**src/rtl/adc_trig_arbiter.sv**
```systemverilog
module adc_trig_arbiter #(
  parameter int SYNC_STAGES = 2
) (
  input  logic       clk,
  input  logic       rst_n,
  input  logic       enable,
  input  logic       trig_ignore,
  input  logic       hw_trig,
  input  logic [1:0] hw_arm,
  input  logic [1:0] trig_mask,
  input  logic [1:0] one_shot,
  input  logic [1:0] sw_start,
  input  logic [1:0] irq_mask,
  input  logic [1:0] irq_clr,
  input  logic       conv_done,
  output logic       conv_start,
  output logic       conv_id,
  output logic [1:0] irq
);

  logic [SYNC_STAGES:0] trig_sh;
  logic       busy;
  logic [1:0] pend, os_used, flag;
  logic [1:0] hw_take, set_hw, set_sw, grant;
  logic       hw_edge, dispatch, pick, done_ev;

  always_ff @(posedge clk) begin
    if (!rst_n) trig_sh <= '0;
    else        trig_sh <= {trig_sh[SYNC_STAGES-1:0], hw_trig};
  end

  assign hw_edge  = trig_sh[SYNC_STAGES-1] & ~trig_sh[SYNC_STAGES];
  assign done_ev  = busy & conv_done;
  assign dispatch = ~busy & |pend;
  assign pick     = (pend == 2'b11) ? ((trig_mask[0] != trig_mask[1]) ? trig_mask[1] : 1'b0)
                                    : pend[1];
  assign grant    = dispatch ? (pick ? 2'b10 : 2'b01) : 2'b00;

  for (genvar i = 0; i < 2; i++) begin : g_req
    logic self_busy;
    assign self_busy  = busy & (conv_id == 1'(i));
    assign hw_take[i] = hw_edge & enable & ~trig_ignore & hw_arm[i] & ~os_used[i];
    assign set_hw[i]  = hw_take[i] & ~self_busy & ~(busy & trig_mask[i]);
    assign set_sw[i]  = enable & sw_start[i] & ~self_busy;

    always_ff @(posedge clk) begin
      if (!rst_n) begin
        os_used[i] <= 1'b0;
        pend[i]    <= 1'b0;
        flag[i]    <= 1'b0;
      end else begin
        if (!one_shot[i])   os_used[i] <= 1'b0;
        else if (set_hw[i]) os_used[i] <= 1'b1;
        pend[i] <= (pend[i] & ~grant[i]) | set_hw[i] | set_sw[i];
        flag[i] <= (flag[i] & ~irq_clr[i]) | (done_ev & (conv_id == 1'(i)));
      end
    end
  end

  always_ff @(posedge clk) begin
    if (!rst_n) begin
      busy       <= 1'b0;
      conv_start <= 1'b0;
      conv_id    <= 1'b0;
    end else begin
      conv_start <= dispatch;
      if (dispatch) begin
        busy    <= 1'b1;
        conv_id <= pick;
      end else if (done_ev) begin
        busy <= 1'b0;
      end
    end
  end

  assign irq = flag & ~irq_mask;


  start_pulse_chk: assert property (@(posedge clk) disable iff (!rst_n)
    conv_start |=> !conv_start);

  start_idle_chk: assert property (@(posedge clk) disable iff (!rst_n)
    (busy && !conv_done) |=> !conv_start);

  flag0_set_chk: assert property (@(posedge clk) disable iff (!rst_n)
    (busy && conv_done && conv_id == 1'b0) |=> flag[0]);

  flag1_set_chk: assert property (@(posedge clk) disable iff (!rst_n)
    (busy && conv_done && conv_id == 1'b1) |=> flag[1]);

  disabled_chk: assert property (@(posedge clk) disable iff (!rst_n)
    (!enable && pend == 2'b00) |=> pend == 2'b00);

  ignore_chk: assert property (@(posedge clk) disable iff (!rst_n)
    (trig_ignore && sw_start == 2'b00 && pend == 2'b00) |=> pend == 2'b00);

  oneshot_chk: assert property (@(posedge clk) disable iff (!rst_n)
    (os_used[0] && one_shot[0] && !sw_start[0] && !pend[0]) |=> !pend[0]);

endmodule

```
**config.mk**
```make
export PLATFORM = sky130hd
export DESIGN_NAME = adc_trig_arbiter
export DESIGN_NICKNAME = d
export VERILOG_FILES = /design/src/rtl/adc_trig_arbiter.sv
export SDC_FILE = /design/constraint.sdc
export NUM_CORES = 1
export LEC_CHECK = 0
export BUFFER_PORTS_ARGS = -buffer_cell sky130_fd_sc_hd__buf_2
export CORE_AREA = 2 2 39 41
export CTS_CLUSTER_DIAMETER = 80
export DETAILED_ROUTE_END_ITERATION = 8
export DIE_AREA = 0 0 41 43
export PLACE_DENSITY_LB_ADDON = 0.25
export SETUP_SLACK_MARGIN = 0.1
export SYNTH_ARGS = -nofsm -noshare
export SYNTH_HDL_FRONTEND = slang
export SYNTH_SLANG_ARGS = --single-unit
```
**constraint.sdc**
```tcl
create_clock -name clk -period 0.89 [get_ports clk]
set_input_delay 0.089 -clock clk [delete_from_list [all_inputs] [get_ports clk]]
set_output_delay 0.089 -clock clk [all_outputs]
set_load 0.05 [all_outputs]
```
==> results.py <==
metrics = {
    "outcome": {
        "status": "finished with violations",
        "failed_checks": "setup timing",
    },
    "routing": {
        "vias_per_cell": 4.98,
        "drt-pass1-iter-count": 4,
        "drtAntennaViolNets": 0,
        "detail_route.wirelength_um": 1160,
        "vias": 503,
        "drc": 0,
        "detail_route.iter0.violations": 2,
        "wl_per_instance_um": 11.4,
    },
    "final_layout": {
        "ratio_of_cells_with_drive_above_1_in_the_final_layout": 0.518,
        "final.fill_count": 143,
        "finish.net_count": 104,
        "num_antenna_cells": 0,
        "final_area_um2": 786,
        "areaGrowthSynthToFinish_pct": 60.2,
    },
    "yosys": {
        "synth.cell_area_um2": 490,
        "area_share_of_fa_ha_maj_cells_after_synthesis": 0,
        "synth_flop_cell": "dfxtp_1",
        "synth_nets": 73,
        "synth_compound_area_frac": 0.199,
        "synth_most_common_cell": "dfxtp_1",
        "synth_area_per_cell_um2": 8.92,
        "muxShareOfSynthArea": 0,
        "synth.lib_cells_used.distinct": 25,
        "synth-edff-count": 0,
        "synth_seq_cells": 12,
        "yosysTopAreaCellShare": 0.490,
        "synth.area.top_cells": "dfxtp_1 49%, a21oi_1 5.1%, and2_1 5.1%",
        "synth_area_leader_cell": "dfxtp_1",
        "netlist_top_cells_count": "12 x dfxtp_1, 5 x a21oi_1, 5 x nand2_1",
        "synthCells": 55,
        "synth_sequential_area_ratio": 0.490,
        "synthesis.yosys.warnings": 0,
        "asyncSetResetFlopFracSynth": 0,
        "synth_top_family_by_area": "simple AND/OR/NAND/NOR gates",
        "synth_xor_xnor_area_share": 0,
        "synth-simple-area-share": 0.263,
    },
    "timing": {
        "final.min_clock_period_ps": 1010,
        "timing_hold_violations_final": 0,
        "slew_violations": 0,
        "post_route_setup_tns_ps": -629,
        "setup_failing_eps_final": 7,
        "fin_skew_ps": 0.449,
        "timing.fmax_ghz": 0.994,
        "grt_setup_unrepaired": "true",
        "timing.final.crit_share": 1.13,
        "worst-slew-pin-transition_ps": 207,
        "max_slew_margin": 0.862,
        "finalWorstSetupSlack_ps": -116,
    },
    "clocking": {
        "clock_tree.root_cell": "clkbuf_4",
        "clock_insertion_delay_worst_skew_ps": 280,
        "cts_tree": "yes",
        "path_clk_slew_ps": 70,
        "cts.sinks": 12,
        "post_cts_hold_buffer_count": 0,
        "numCtsBuffers": 3,
        "clockBufferDepth": 2,
        "ctsHtreeMaxLevel": 1,
    },
    "power": {
        "leakagePower_nw": 0.356,
        "power_per_cell_area_mw_per_mm2": 1560,
        "vdd_drop_max_mv": 0.832,
    },
    "critical_path": {
        "critPathMaxFanout": 2,
        "timing.critical_path.required_ps": 1070,
        "crit_path_end_kind": "flip-flop",
        "critPathLaunchType": "flip-flop",
        "worst_ep_arrival_time_ps": 1180,
        "critical_path_class": "flip-flop to flip-flop",
    },
    "floorplan": {
        "initial_core_util": 0.354,
        "die_width_um": 41,
        "die_h_um": 43,
        "num_io_pins": 22,
        "fp-row-count": 14,
        "area_of_the_core_mm2": 0.00138,
        "die_area_mm2": 0.00176,
    },
    "hold_path": {
        "worstHoldPathType": "input pin to flip-flop",
    },
    "grt": {
        "grt_start_max_net_pins": 10,
        "grt.overflow.total": 0,
        "groute.usage.overall": 0.150,
        "grt_antenna_before_repair": 0,
        "vias_in_the_first_global_route": 422,
        "grt_pass1_wl_um": 1680,
    },
    "placed_design": {
        "place.port_buffers": 21,
        "hpwl_um": 848,
        "place_congestion": 0.814,
        "placed_area_um2": 663,
    },
    "job": {
        "max_cap_violations": 0,
    },
}
-- per-stage QoR --
| stage | power (mW) | hold slack, ps | setup WS [ps] | std cells | util |
|---|---|---|---|---|---|
| after floorplan | 0.681 | 205 | -102 | 55 | - |
| after CTS | 1.21 | 14.4 | -127 | 101 | 0.544 |
| after global routing | 1.29 | 3.74 | -179 | 101 | 0.568 |
| after detailed placement | 0.760 | 301 | -124 | 95 | 0.479 |
| after global placement | 0.758 | 297 | -98.7 | 95 | 0.479 |
| final | 1.22 | 12.4 | -116 | 101 | 0.568 |
-- final cells by class --
class	count	area, µm²	area share
clock buffer	4	36.3	0.0462
inverter	5	18.8	0.0239
multi-input combinational	37	260	0.331
sequential	12	253	0.322
tap	16	20.0	0.0255
timing repair buffer	27	198	0.252
-- registers in the layout, summed over array words and instances (netlist names) --
register    count
conv_id         1
os_used         2
trig_sh         3
flag            2
pend            2
conv_start      1
busy            1
-- logic make-up (layout without fill, tap and decap cells) --
logic type,after synthesis,after routing
AO/OA/AOI/OAI,15,15
flip-flops,12,12
buffers and inverters,6,36
AND/OR/NAND/NOR,22,22
-- routing by layer --
metal	vias to the layer above	GRT usage	routed length, µm
met5	-	0	0
li1	253	-	-
met1	222	0.164	487
met2	23	0.231	541
met3	5	0.0471	90
met4	0	0.100	35
-- placed cells by master, fill, tap and decap left out, types with 3 or more instances in the layout --
cell type  Yosys  routed
dfxtp_2        0       4
buf_6          0       4
a21oi_1        5       5
buf_2          1      17
buf_8          0       3
clkbuf_4       0       3
inv_1          4       3
buf_4          0       3
nand2_1        5       4
o21ai_1        2       3
dfxtp_1       12       6
and2_1         4       4
-- power by group --
part	internal, mW	switching [mW]	total, mW
Clock	0.249	0.188	0.437
Sequential	0.560	0.0242	0.584
Combinational	0.107	0.0953	0.203
Total	0.917	0.307	1.22
-- final timing paths --
path	end	slack, ps	cells past startpoint	start
setup / recovery	os_used[0]	-120	3	trig_sh[1]
hold / removal	trig_sh[0]	10	2	hw_trig
setup reg to reg	os_used[0]	-120	3	trig_sh[1]
hold reg to reg	trig_sh[1]	450	1	trig_sh[0]
-- what timing repair did --
action | 4_1_cts | 5_1_grt
buffers inserted | 2 | 0
resized for setup | 15 | 9
setup endpoints to repair | 11 | 12
pin swaps | 6 | 3
-- worst max-delay path: stages (launching register included) --
cell      delay, ps
dfxtp_1         310
and4bb_1        200
and4b_1         210
o211a_1         200
No activity file was read; power rests on OpenSTA's default activity.
